[src/rtl/dram_init_pkg.sv]
package dram_init_pkg;

  localparam int CMD_W  = 6;
  localparam int MODE_W = 13;
  localparam int IDX_W  = 4;

  // one-hot command codes (bit position is the downstream decode)
  localparam logic [CMD_W-1:0] CMD_MRS  = 6'b000001;
  localparam logic [CMD_W-1:0] CMD_EMRS = 6'b000010;
  localparam logic [CMD_W-1:0] CMD_AREF = 6'b000100;
  localparam logic [CMD_W-1:0] CMD_PREA = 6'b001000;
  localparam logic [CMD_W-1:0] CMD_EMR2 = 6'b010000;
  localparam logic [CMD_W-1:0] CMD_EMR3 = 6'b100000;

  // register images
  localparam logic [MODE_W-1:0] G1_EMR_RUN   = 13'h000;
  localparam logic [MODE_W-1:0] G1_MR_DLLRST = 13'h133;
  localparam logic [MODE_W-1:0] G1_MR_RUN    = 13'h033;
  localparam logic [MODE_W-1:0] G2_EMR_RUN   = 13'h402;
  localparam logic [MODE_W-1:0] G2_EMR_OCD   = 13'h782;
  localparam logic [MODE_W-1:0] G2_MR_DLLRST = 13'h143;
  localparam logic [MODE_W-1:0] G2_MR_RUN    = 13'h043;

  typedef enum logic [1:0] {
    LD_NONE = 2'd0,
    LD_MR   = 2'd1,
    LD_EMR  = 2'd2
  } load_sel_e;

  typedef struct packed {
    logic [CMD_W-1:0]  cmd;
    load_sel_e         ld;
    logic [MODE_W-1:0] value;
    logic              short_gap;
    logic              last;
  } step_t;

  function automatic step_t mk_step(input logic [CMD_W-1:0] c, input load_sel_e l,
                                    input logic [MODE_W-1:0] v, input logic sg,
                                    input logic fin);
    step_t s;
    s.cmd       = c;
    s.ld        = l;
    s.value     = v;
    s.short_gap = sg;
    s.last      = fin;
    return s;
  endfunction

endpackage

[src/rtl/dram_init_steps.sv]
module dram_init_steps
  import dram_init_pkg::*;
(
  input  logic             gen2,
  input  logic [IDX_W-1:0] idx,
  output step_t            step
);

  always_comb begin
    step = mk_step(CMD_PREA, LD_NONE, '0, 1'b0, 1'b1);
    if (gen2) begin
      case (idx)
        4'd0:  step = mk_step(CMD_EMR2, LD_NONE, '0,           1'b1, 1'b0);
        4'd1:  step = mk_step(CMD_EMR3, LD_NONE, '0,           1'b1, 1'b0);
        4'd2:  step = mk_step(CMD_PREA, LD_NONE, '0,           1'b0, 1'b0);
        4'd3:  step = mk_step(CMD_EMR2, LD_NONE, '0,           1'b0, 1'b0);
        4'd4:  step = mk_step(CMD_EMR3, LD_NONE, '0,           1'b0, 1'b0);
        4'd5:  step = mk_step(CMD_EMRS, LD_EMR,  G2_EMR_RUN,   1'b0, 1'b0);
        4'd6:  step = mk_step(CMD_MRS,  LD_MR,   G2_MR_DLLRST, 1'b0, 1'b0);
        4'd7:  step = mk_step(CMD_PREA, LD_NONE, '0,           1'b0, 1'b0);
        4'd8:  step = mk_step(CMD_AREF, LD_NONE, '0,           1'b0, 1'b0);
        4'd9:  step = mk_step(CMD_AREF, LD_NONE, '0,           1'b0, 1'b0);
        4'd10: step = mk_step(CMD_MRS,  LD_MR,   G2_MR_RUN,    1'b0, 1'b0);
        4'd11: step = mk_step(CMD_EMRS, LD_EMR,  G2_EMR_OCD,   1'b0, 1'b0);
        4'd12: step = mk_step(CMD_EMRS, LD_EMR,  G2_EMR_RUN,   1'b0, 1'b1);
        default: ;
      endcase
    end else begin
      case (idx)
        4'd0: step = mk_step(CMD_PREA, LD_NONE, '0,           1'b0, 1'b0);
        4'd1: step = mk_step(CMD_EMRS, LD_EMR,  G1_EMR_RUN,   1'b0, 1'b0);
        4'd2: step = mk_step(CMD_MRS,  LD_MR,   G1_MR_DLLRST, 1'b0, 1'b0);
        4'd3: step = mk_step(CMD_PREA, LD_NONE, '0,           1'b0, 1'b0);
        4'd4: step = mk_step(CMD_AREF, LD_NONE, '0,           1'b0, 1'b0);
        4'd5: step = mk_step(CMD_AREF, LD_NONE, '0,           1'b0, 1'b0);
        4'd6: step = mk_step(CMD_MRS,  LD_MR,   G1_MR_RUN,    1'b0, 1'b1);
        default: ;
      endcase
    end
  end

endmodule

[src/rtl/dram_init_timer.sv]
module dram_init_timer #(
  parameter int CNT_W = 16
) (
  input  logic             clk,
  input  logic             rst,
  input  logic             load,
  input  logic [CNT_W-1:0] load_val,
  output logic             expired
);

  logic [CNT_W-1:0] count;

  always_ff @(posedge clk) begin
    if (rst)                count <= '0;
    else if (load)          count <= load_val;
    else if (count != '0)   count <= count - 1'b1;
  end

  assign expired = (count == '0);

  // gap length depends on a strict one-per-clock countdown
  assert_timer_step_R6: assert property (@(posedge clk) disable iff (rst)
    (!load && count != '0) |=> (count == $past(count) - 1'b1));

endmodule

[src/rtl/dram_init_refresh.sv]
module dram_init_refresh #(
  parameter int REF_W        = 10,
  parameter int REF_INTERVAL = 312
) (
  input  logic             clk,
  input  logic             rst,
  input  logic             arm,
  output logic             refresh_en,
  output logic [REF_W-1:0] refresh_interval
);

  always_ff @(posedge clk) begin
    if (rst) begin
      refresh_en       <= 1'b0;
      refresh_interval <= '0;
    end else if (arm) begin
      refresh_en       <= 1'b1;
      refresh_interval <= REF_W'(REF_INTERVAL);
    end
  end

  assert_refresh_hold_R8: assert property (@(posedge clk) disable iff (rst)
    refresh_en |=> (refresh_en && refresh_interval == REF_W'(REF_INTERVAL)));

endmodule

[src/rtl/dram_init_seq.sv]
module dram_init_seq
  import dram_init_pkg::*;
#(
  parameter int LONG_WAIT    = 12500,
  parameter int SHORT_WAIT   = 1250,
  parameter int REF_W        = 10,
  parameter int REF_INTERVAL = 312
) (
  input  logic              clk,
  input  logic              rst,
  input  logic              start,
  input  logic              ddr2_sel,
  output logic [CMD_W-1:0]  cmd_strobe,
  output logic [MODE_W-1:0] mode_val,
  output logic [MODE_W-1:0] ext_mode_val,
  output logic              refresh_en,
  output logic [REF_W-1:0]  refresh_interval,
  output logic              done
);

  localparam int WAIT_MAX = (LONG_WAIT > SHORT_WAIT) ? LONG_WAIT : SHORT_WAIT;
  localparam int CNT_W    = $clog2(WAIT_MAX) + 1;

  typedef enum logic [1:0] {ST_IDLE, ST_WAIT, ST_DONE} seq_state_e;

  seq_state_e       state;
  logic [IDX_W-1:0] idx_q;
  logic             gen2_q;
  logic             last_q;

  logic             in_idle;
  logic             lookup_gen2;
  logic [IDX_W-1:0] lookup_idx;
  step_t            step;
  logic             timer_expired;
  logic             issue;
  logic             finish;
  logic [CNT_W-1:0] gap_val;

  assign in_idle     = (state == ST_IDLE);
  assign lookup_gen2 = in_idle ? ddr2_sel : gen2_q;
  assign lookup_idx  = in_idle ? '0 : idx_q + 1'b1;

  dram_init_steps u_steps (
    .gen2 (lookup_gen2),
    .idx  (lookup_idx),
    .step (step)
  );

  assign issue   = (in_idle && start) || (state == ST_WAIT && timer_expired && !last_q);
  assign finish  = (state == ST_WAIT) && timer_expired && last_q;
  assign gap_val = step.short_gap ? CNT_W'(SHORT_WAIT - 1) : CNT_W'(LONG_WAIT - 1);

  dram_init_timer #(.CNT_W(CNT_W)) u_timer (
    .clk      (clk),
    .rst      (rst),
    .load     (issue),
    .load_val (gap_val),
    .expired  (timer_expired)
  );

  dram_init_refresh #(.REF_W(REF_W), .REF_INTERVAL(REF_INTERVAL)) u_refresh (
    .clk              (clk),
    .rst              (rst),
    .arm              (finish),
    .refresh_en       (refresh_en),
    .refresh_interval (refresh_interval)
  );

  always_ff @(posedge clk) begin
    if (rst) begin
      state        <= ST_IDLE;
      idx_q        <= '0;
      gen2_q       <= 1'b0;
      last_q       <= 1'b0;
      cmd_strobe   <= '0;
      mode_val     <= '0;
      ext_mode_val <= '0;
      done         <= 1'b0;
    end else begin
      cmd_strobe <= '0;
      if (issue) begin
        state      <= ST_WAIT;
        idx_q      <= lookup_idx;
        last_q     <= step.last;
        cmd_strobe <= step.cmd;
        if (in_idle) gen2_q <= ddr2_sel;
        if (step.ld == LD_MR)  mode_val     <= step.value;
        if (step.ld == LD_EMR) ext_mode_val <= step.value;
      end else if (finish) begin
        state <= ST_DONE;
        done  <= 1'b1;
      end
    end
  end

  assert_strobe_onehot_R2: assert property (@(posedge clk) disable iff (rst)
    $onehot0(cmd_strobe));

  assert_strobe_single_R2: assert property (@(posedge clk) disable iff (rst)
    (cmd_strobe != '0) |=> (cmd_strobe == '0));

  assert_no_start_effect_R9: assert property (@(posedge clk) disable iff (rst)
    (state == ST_WAIT && !timer_expired) |=> (cmd_strobe == '0 && $stable(mode_val)
                                             && $stable(ext_mode_val)));

  assert_quiet_after_done_R9: assert property (@(posedge clk) disable iff (rst)
    done |-> (cmd_strobe == '0));

  assert_done_sticky_R10: assert property (@(posedge clk) disable iff (rst)
    done |=> done);

  assert_refresh_with_done_R8: assert property (@(posedge clk) disable iff (rst)
    $rose(done) |-> (refresh_en && refresh_interval == REF_W'(REF_INTERVAL)));

endmodule

[config.mk]
export PLATFORM = sky130hd
export DESIGN_NAME = dram_init_seq
export DESIGN_NICKNAME = d
export VERILOG_FILES = /design/src/rtl/dram_init_pkg.sv /design/src/rtl/dram_init_steps.sv /design/src/rtl/dram_init_timer.sv /design/src/rtl/dram_init_refresh.sv /design/src/rtl/dram_init_seq.sv
export SDC_FILE = /design/constraint.sdc
export NUM_CORES = 1
export LEC_CHECK = 0
export ABC_CLOCK_PERIOD_IN_PS = 4000
export BUFFER_PORTS_ARGS = -buffer_cell sky130_fd_sc_hd__buf_2
export CORE_UTILIZATION = 30
export DETAILED_ROUTE_END_ITERATION = 7
export GPL_TIMING_DRIVEN = 0
export PLACE_DENSITY_LB_ADDON = 0.15
export SYNTH_ARGS = -nofsm -noshare
export SYNTH_HDL_FRONTEND = slang
export SYNTH_SLANG_ARGS = --single-unit
[constraint.sdc]
create_clock -name clk -period 4 [get_ports clk]
set_input_delay 1 -clock clk [delete_from_list [all_inputs] [get_ports clk]]
set_output_delay 1 -clock clk [all_outputs]
set_load 0.05 [all_outputs]
### Word level (Yosys, flattened, before mapping)

Index checks and enable logic that the tools add are counted.

| cells by class | value |
|---|---|
| bitwise logic cells | 1 |
| reduce and logical (&&, ||, !) cells | 21 |
| add/subtract/negate cells | 2 |
| equality and inequality tests | 15 |
| muxes and demuxes | 10 |

Operator list:

| kind | number |
|---|---|
| 23-bit case mux with 11 select lines | 1 |
| 21-bit case mux with 5 select lines | 1 |
| 15-bit two-way mux | 2 |
| 23-bit two-way mux | 1 |
| 4-bit equality test (second input constant) | 5 |
| 4-bit by 3-bit equality test with 1-bit output (second input constant) | 4 |
| 15-bit zero test | 1 |
| 15-bit nonzero test | 1 |
| 15-bit by 1-bit subtractor with 15-bit output (second input constant) | 1 |
| 14-bit two-way mux | 1 |
| 2-bit OR reduction | 6 |
| 4-bit by 2-bit equality test with 1-bit output (second input constant) | 2 |
| 2-bit AND reduction | 3 |
| 4-bit by 1-bit adder with 4-bit output (second input constant) | 1 |
| 2-bit by 1-bit equality test with 1-bit output (second input constant) | 2 |
| 4-bit by 1-bit equality test with 1-bit output (second input constant) | 1 |
| 1-bit logical AND | 4 |
| 4-bit zero test | 1 |
| 4-bit two-way mux | 1 |
| 2-bit nonzero test | 2 |
| 1-bit two-way mux | 3 |
| 2-bit equality test (second input constant) | 1 |
| 2-bit zero test | 1 |
| 1-bit zero test | 1 |
| other kinds (2) | 2 |

| word-level totals | value |
|---|---|
| register bits | 58 |
| bits of input ports | 4 |

### Logic depth before layout (Yosys ltp)

Gate-level depths: netlist of run 1.

| depth | value |
|---|---|
| depth after elaboration | 8 |
| depth in mapped cells | 8 |

### Hierarchy

A second synthesis of run 1 with hierarchy kept.

| second synthesis, totals | value |
|---|---|
| cells, all modules | 341 |
| area, all modules | 3111.7 µm² |

Modules (own cells, without submodules):

| module | area an instance (µm²) | cells each | seq. area each (µm²) | instances |
|---|---|---|---|---|
| dram_init_seq | 1729.2 | 172 | 820.8 | 1 |
| dram_init_timer | 898.4 | 102 | 300.3 | 1 |
| dram_init_steps | 375.4 | 54 | 0.0 | 1 |
| dram_init_refresh | 108.9 | 13 | 20.0 | 1 |

### Worst setup path before layout of run 1

OpenSTA, ideal clock, no wires.

| timing path | value |
|---|---|
| path kind | input-to-reg |
| start point | input port ddr2_sel |
| end point | register mode_val[5] |
| library setup time | 0.116 ns |
| required time | 3.884 ns |
| path buffers | 0 |
| cell stages on the path | 5 |
| setup slack | 1.476 ns |
| arrival | 2.408 ns |
| path through | or3b_2 > o21ai_0 > xor2_1 > or3_1 > a31o_1 |

| between the ends | value |
|---|---|
| longest elaborated chain between the ends | 4 |

RTL lines:

| what | RTL line | text |
|---|---|---|
| start, declared | dram_init_seq.sv:12 | `input logic ddr2_sel,` |
| 1-bit two-way mux (*) | -- |  |
| 23-bit two-way mux (*) | dram_init_steps.sv:11 | `if (gen2) begin` |
| 2-bit by 1-bit equality test with 1-bit output | dram_init_seq.sv:88 | `if (step.ld == LD_MR) mode_val <= step.value;` |
| 2-bit AND reduction (no source line) | -- |  |
| end signal, assigned | dram_init_seq.sv:88 |  |
| end, declared | dram_init_seq.sv:14 | `output logic [MODE_W-1:0] mode_val,` |

Mark *: on every way between the ends. The rest lies on a longest branch, timed or not.
A chain may end at the register's enable or synchronous reset.

### Final worst setup path of run 1

| timing path | value |
|---|---|
| start point | register u_timer.count[0] |
| end point | register idx_q[0] |

| between the ends | value |
|---|---|
| longest elaborated chain between the ends | 4 |

RTL lines:

| what | RTL line | text |
|---|---|---|
| start, declared | dram_init_timer.sv:11 | `logic [CNT_W-1:0] count;` |
| start signal, assigned | dram_init_timer.sv:15 | `else if (load) count <= load_val;` |
| start signal, assigned | dram_init_timer.sv:16 | `else if (count != '0) count <= count - 1'b1;` |
| 15-bit zero test | dram_init_timer.sv:19 | `assign expired = (count == '0);` |
| 1-bit logical AND (2 in a row) | dram_init_seq.sv:50 | `assign issue = (in_idle && start) \|\| (state == ST_WAIT && timer_expired && !last_q);` |
| 1-bit logical OR | dram_init_seq.sv:50 |  |
| end signal, assigned | dram_init_seq.sv:84 | `idx_q <= lookup_idx;` |
| end, declared | dram_init_seq.sv:27 | `logic [IDX_W-1:0] idx_q;` |

No other way between the ends.

==> out/results.env, run 1 <==
RUN_STATUS='complete, no violations'
MOST_COMMON_CELL_AFTER_LAYOUT_FILL_AND_TAPS_ASIDE='dfxtp_1'
YOSYSWARNINGS=0
SETUP_REPAIR_AFTER_GLOBAL_ROUTING_MISSED_ITS_MARGIN='no'
FF2FF_PATH_DEPTH=8
CTS.CLK_SLEW.WORST_PATHS_NS=0.09
CLK_SINK_COUNT=45
FIN_SKEW_NS=0.0114
DESIGN.CORE.AREA_UM2=7370
USE_MET3_PCT=2.88
DETAIL_ROUTE.WIRELENGTH_UM=5370
WORST-ENDPOINT-ARRIVAL_NS=2.82
FILL_CELLS=783
GP_CONGESTION=0.827
TRITONCTS.NUM_BUFFERS=5
CTSRESIZECOUNT=0
DP_HPWL_UM=3980
FINALWORSTPATHREQUIREDPERIOD_NS=2.59
TRITONCTS='built'
CHIPWIDTH_UM=90.1
GRT_MAX_DEGREE=15
TIMING_WORST_SETUP_PATH_TYPE='flip-flop to flip-flop'
MAX_CAP_VIOLATIONS=0
NUM_ANTENNA_CELLS=0
GRT_REMAINING_OVERFLOW=0
MAXSLEWVIOLCOUNT=0
ROUTED_WIRE_LENGTH_PER_INSTANCE_UM=12.6
WORSTREG2REGEND='idx_q[0]'
SYNTH.AVG_CELL_AREA_UM2=8.54
INITIAL_ANTENNA_VIOLATION_COUNT=0
HOLD_CRIT_PATH_TYPE='flip-flop to flip-flop'
SYN-CELL-AREA_UM2=2330
R2R_SETUP_SLACK_NS=1.41
CTS_BUFFER_DEPTH=2
SHARE_SEQ_OF_TOTAL_POWER_PCT=40.1
POWER-PER-CELL-AREA_nW_PER_UM2=490
R2R-START='u_timer.count[0]'
CTS_SETUP_BUFFERS=0
GRT_PASS1_VIAS=1801
CLOCK-ROOT-BUFFER='clkbuf_8'
IOS=48
SETUP_VIOL=0
GROUTE.USAGE.OVERALL_PCT=13.8
DRT.ANTENNA.VIOLATING_NETS=0
HOLD_VIOL_FINAL=0
GLOBAL_ROUTE.USAGE.MET2_PCT=20.9
DIE_AR_UM2=8130
DRTITER0DRC=154
GRT_FIRST_PASS_WIRELENGTH_UM=9030
POST_SYNTH_EDFFS=0
GROUTE.LAYER.MET1.USAGE_PCT=19.1
YS_ASYNC_SR_FRACTION_PCT=0
CP.REQUIRED_NS=4.23
ROWS=31
SETUP_TNS_NS=0
PWR-SHARE-CLK_PCT=26.6
PREDOMINANT_POST_SYNTHESIS_FLOP_CELL='dfxtp_1'
SLEW_OF_THE_PIN_WITH_THE_LOWEST_SLEW_MARGIN_NS=0.665
TOP_LIBRARY_CELLS_BY_USAGE_IN_THE_LAYOUT_FILL_AND_TAPS_ASIDE='45 x dfxtp_1, 32 x buf_2, 28 x nand2_1'
PART_OF_THE_YOSYS_AREA_USED_FOR_SEQUENTIAL_ELEMENTS_PCT=38.6
VIAS=2062
ROUTED_VIA_DENSITY=4.85
VERTICAL_EXTENT_OF_THE_DIE_UM=90.1
AREA_GROWTH_FROM_SYNTHESIS_TO_LAYOUT_PCT=19.4
CLOCK_LATENCY_NS=0.30
NETLIST_INSTANCES=273
GRT.BUSIEST_LAYER='met2'
P_SW_SHARE_PCT=36.0
FIRST_PASS_ITERS=4
LAYOUT-DRIVE-GT1-SHARE_PCT=23.3
SORT_OF_ELEMENT_AT_THE_START_OF_THE_CRITICAL_PATH='flip-flop'
TOTAL_NET_SWITCHING_POWER_mW=0.491
ENDPOINT='idx_q[0]'
INTERNAL_POWER_CONTRIBUTION_mW=0.872
WORST_IR_DROP_VDD_uV=142
CRITPATHLAUNCH='u_timer.count[0]'
NUMPORTBUFFERS=32
LAYOUT.NETS=331
FINAL_MIN_PERIOD_OVER_CLOCK_PERIOD_PCT=64.8
YS_FF_LATCH=45
CTS_HOLD_REPAIR.BUFFERS=0
SYNTH_CELL_TYPE_COUNT=53
HTREEDEPTH=2
SLEW_HEADROOM_PCT=55.2
MAX_FREQ_GHz=0.386
FLOORPLAN.INITIALDENSITY_PCT=31.6
REMAINING_DRC_ERRORS=0
CP-END-KIND='flip-flop'
CRIT_FANOUT=10
FINAL.HOLD.WORST_SLACK_NS=0.460
COMB_POWER_SHARE_PCT=33.3
POWER.STATIC_LEAKAGE_nW=1.15
[cells in the mapped netlist (all sizes together) (6+ instances only)]
master | instances | share of area (%)
xor2 | 6 | 2.3
nor3 | 10 | 2.1
nand3 | 9 | 2.1
dfxtp | 45 | 39
buf | 23 | 7.4
nor2 | 21 | 3.5
a21oi | 18 | 4.0
xnor2 | 11 | 4.1
clkbuf | 12 | 1.9
nor4 | 8 | 2.7
nand2 | 28 | 4.5
o21ai | 11 | 2.4
[state kept, by name, indices dropped and copies added (netlist names)]
register,count
cmd_strobe,6
done,1
ext_mode_val,7
gen2_q,1
idx_q,4
last_q,1
mode_val,7
state,2
u_refresh.refresh_interval,1
u_timer.count,15
[worst max-delay path, stage by stage, from the launching register on]
cell      delay [ns]
dfxtp_1         0.34
inv_1           0.09
ha_1            0.20
nor4b_4         0.49
nand4_4         0.26
o21ai_1         0.38
clkbuf_1        0.47
nand2_1         0.11
a21oi_1         0.17
[layout make-up]
cell class              instances  area (um^2)  area share, %
repair buffers                 32          160           5.75
inverters                       5         18.8          0.674
flip-flops and latches         45          901           32.4
clock buffers                   6         82.6           2.97
multi-input cells             201         1240           44.6
plain buffers                  35          218           7.82
well taps                      99          124           4.45
clock inverters                 2         37.5           1.35
[power groups by stage]
| stage | sequential (mW) | combinational [mW] | clock (mW) |
|---|---|---|---|
| after floorplan | 0.555 | 0.369 | 0 |
| after global placement | 0.556 | 0.457 | 0 |
| after detailed placement | 0.556 | 0.454 | 0 |
| after CTS | 0.546 | 0.457 | 0.376 |
| after global routing | 0.552 | 0.509 | 0.397 |
| final | 0.547 | 0.454 | 0.363 |
[routing by layer]
metal	vias up	routed length (um)
met5	-	0
met1	942	2640
met4	0	65
met3	5	289
met2	69	2380
li1	1046	-
[stage by stage]
step / setup slack (ns) / instance area (um^2) / instances / util [%] / total power, mW
4_1_cts: 1.34 / 2780 / 425 / 37.8 / 1.38
5_1_grt: 1.13 / 2780 / 425 / 37.8 / 1.46
3_5_place_dp: 1.20 / 2660 / 417 / 36.1 / 1.01
3_3_place_gp: 1.16 / 2660 / 417 / 36.1 / 1.01
2_1_floorplan: 1.48 / 2380 / 286 / - / 0.924
6_report: 1.41 / 2780 / 425 / 37.8 / 1.36
[how the worst min path moves through the flow]
stage,from,end,slack (ns),cells past startpoint
floorplan,idx_q[1],idx_q[1],0.44,2
global placement,mode_val[0],mode_val[0],0.44,1
detailed placement,mode_val[6],mode_val[6],0.45,2
CTS,mode_val[6],mode_val[6],0.46,2
global route,idx_q[1],idx_q[1],0.48,2
finish,mode_val[6],mode_val[6],0.46,2
[logic make-up after synthesis]
group / share of synthesized area, %
AND/OR/NAND/NOR: 25.8
AO/OA/AOI/OAI: 15.9
flip-flops: 38.6
buffers and inverters: 10.1
XOR/XNOR: 6.39
multiplexers: 1.88
adder cells (fa/ha/maj): 1.07
other: 0.161
Note: power is estimated with default switching activity, not from simulation.
==> inputs of run 2 (changes only) <==
- ABC_CLOCK_PERIOD_IN_PS: 4000 -> 2700
- clock period: 4 -> 2.7 ns (I/O delays scaled with it)
==> out/results.env, run 2 (synthesized netlist as in run 1, its figures left out) <==
RUN_STATUS='complete, no violations'
ROUTE.MET3.WL_UM=285
FF2FF_PATH_DEPTH=7
FIN_SKEW_NS=0.0102
NUMPORTBUFFERS=32
TIMING.CRITICAL_PATH.CELLS='clkbuf_1 -> and3_1 -> mux2i_2 -> clkbuf_2 -> a21boi_0 -> o211ai_1 -> o22ai_1'
CTS_BUFFER_DEPTH=2
POST-ROUTE-UTIL_PCT=38.0
TIMING_WORST_SETUP_PATH_TYPE='flip-flop to flip-flop'
LAYOUT-DRIVE-GT1-SHARE_PCT=24.4
CLOCK-ROOT-BUFFER='clkbuf_8'
CHIPWIDTH_UM=90.1
GRT_MAX_DEGREE=15
ROWS=31
MAXSLEWVIOLCOUNT=0
GROUTE.USAGE.OVERALL_PCT=13.8
FILL_CELLS=789
WORSTREG2REGEND='ext_mode_val[10]'
LAYOUT.NETS=333
TOP_LIBRARY_CELLS_BY_USAGE_IN_THE_LAYOUT_FILL_AND_TAPS_ASIDE='45 x dfxtp_1, 32 x buf_2, 28 x nand2_1'
TRITONCTS.NUM_BUFFERS=5
WORST_IR_DROP_VDD_uV=209
DPL.CELL_COUNT=417
GRT_FIRST_PASS_WIRELENGTH_UM=9030
DESIGN.CORE.AREA_UM2=7370
MULTI_INPUT_LOGIC_AREA_UM2=1240
MOST_COMMON_CELL_AFTER_LAYOUT_FILL_AND_TAPS_ASIDE='dfxtp_1'
PLACEDINSTANCEAREA_UM2=2660
CRITICAL_PATH_BUF_INV_COUNT=2
HIGHEST_ROUTED_METAL_LAYER='met4'
DRTITER0DRC=127
MAX_FREQ_GHz=0.413
CRITICAL-PATH-TOP-DELAY-FAMILY='buffers and inverters'
NUM_ANTENNA_CELLS=0
SETUP_REPAIR_AFTER_GLOBAL_ROUTING_MISSED_ITS_MARGIN='no'
BIGGESTREGSBYFLOPS='u_timer.count: 15 flops, ext_mode_val: 7 flops, mode_val: 7 flops'
DETAIL_ROUTE.WIRELENGTH_UM=5380
FIN_TOTAL_PWR_mW=2.04
CTS.CLK_SLEW.WORST_PATHS_NS=0.09
SORT_OF_ELEMENT_AT_THE_START_OF_THE_CRITICAL_PATH='flip-flop'
FINAL_CELL_AREA_UM2=2800
ENDPOINT='ext_mode_val[10]'
AREA_GROWTH_FROM_SYNTHESIS_TO_LAYOUT_PCT=20.2
VIAS=2063
DP_HPWL_UM=3980
CLOCK_LATENCY_NS=0.30
CRIT_FANOUT=10
SLEW_HEADROOM_PCT=54.8
FLOORPLAN.INITIALDENSITY_PCT=31.6
CP-END-KIND='flip-flop'
INITIAL_ANTENNA_VIOLATION_COUNT=0
CP.REQUIRED_NS=2.92
SLEW_OF_THE_PIN_WITH_THE_LOWEST_SLEW_MARGIN_NS=0.672
CTS_HOLD_REPAIR.BUFFERS=0
WORST_PATH_SLOWEST_CELL='mux2i_2'
REGAREA_UM2=901
CRITPATHLAUNCH='idx_q[0]'
R2R-START='idx_q[0]'
FINAL_MIN_PERIOD_OVER_CLOCK_PERIOD_PCT=89.8
IOS=48
DRT.ANTENNA.VIOLATING_NETS=0
POWER-PER-CELL-AREA_nW_PER_UM2=728
SETUP_TNS_NS=0
DIE_AR_UM2=8130
REMAINING_DRC_ERRORS=0
WORST-ENDPOINT-ARRIVAL_NS=2.65
FIRST_PASS_ITERS=4
MAX_FFS_PER_REGISTER=15
MET2_LENGTH_UM=2380
CRIT_CELLS=7
R2R_SETUP_SLACK_NS=0.28
VERTICAL_EXTENT_OF_THE_DIE_UM=90.1
FINALWORSTPATHREQUIREDPERIOD_NS=2.42
LAYOUT.CELLS.NON_FILLER=427
HTREEDEPTH=2
ROUTED_WIRE_LENGTH_PER_INSTANCE_UM=12.6
HOLD_VIOL_FINAL=0
TRITONCTS='built'
GRT_REMAINING_OVERFLOW=0
SETUP_VIOL=0
REGMOSTFLOPS='u_timer.count'
GRT_PASS1_VIAS=1801
CLK_SINK_COUNT=45
ROUTED_VIA_DENSITY=4.83
MAX_CAP_VIOLATIONS=0
MET1WIRELENGTH_UM=2650
HOLD_CRIT_PATH_TYPE='flip-flop to flip-flop'
CRITICAL-PATH-MAX-STAGE-DELAY_NS=0.49
GP_CONGESTION=0.827
POWER.STATIC_LEAKAGE_nW=1.16
run 2: worst min path at each step:
stage	startpoint	end	slack, ns	cells past startpoint
floorplan	idx_q[1]	idx_q[1]	0.44	2
global placement	mode_val[0]	mode_val[0]	0.44	1
detailed placement	mode_val[6]	mode_val[6]	0.45	2
CTS	mode_val[6]	mode_val[6]	0.46	2
global route	idx_q[1]	idx_q[1]	0.48	2
finish	mode_val[6]	mode_val[6]	0.46	2
run 2: area by class of cell:
cell class,instances,share of cell area [%]
Multi-Input combinational cell,201,44.4
Sequential cell,45,32.2
Buffer,35,7.86
Timing Repair Buffer,34,6.25
Tap cell,99,4.42
Clock buffer,6,2.95
Clock inverter,2,1.34
Inverter,5,0.670
run 2: worst register-to-register path, cell delays in order (launching register included):
cell and delay, ns:
dfxtp_1 0.34, clkbuf_1 0.32, and3_1 0.29, mux2i_2 0.49
clkbuf_2 0.31, a21boi_0 0.26, o211ai_1 0.16, o22ai_1 0.18
run 2: through the flow:
stage / worst slack [ns] / hold slack, ns
floorplan: 0.501 / 0.444
global placement: 0.0568 / 0.443
CTS: 0.0387 / 0.462
detailed placement: 0.0728 / 0.446
finish: 0.276 / 0.458
global route: 0.0717 / 0.485
run 2: power breakdown:
part	internal [mW]	leakage [nW]	total [mW]	switching, mW
Clock	0.301	0.0574	0.536	0.234
Combinational	0.277	0.739	0.695	0.418
Sequential	0.731	0.366	0.809	0.0787
run 2: what timing repair did:
item	CTS	global route
setup buffers	0	2
resized for setup	0	4
setup endpoints to repair	0	13
run 2: metal layers:
layer,vias up,global-route usage (%)
met4,0,4.84
li1,1050,-
met3,5,2.88
met5,-,0
met1,940,19.1
met2,68,20.9
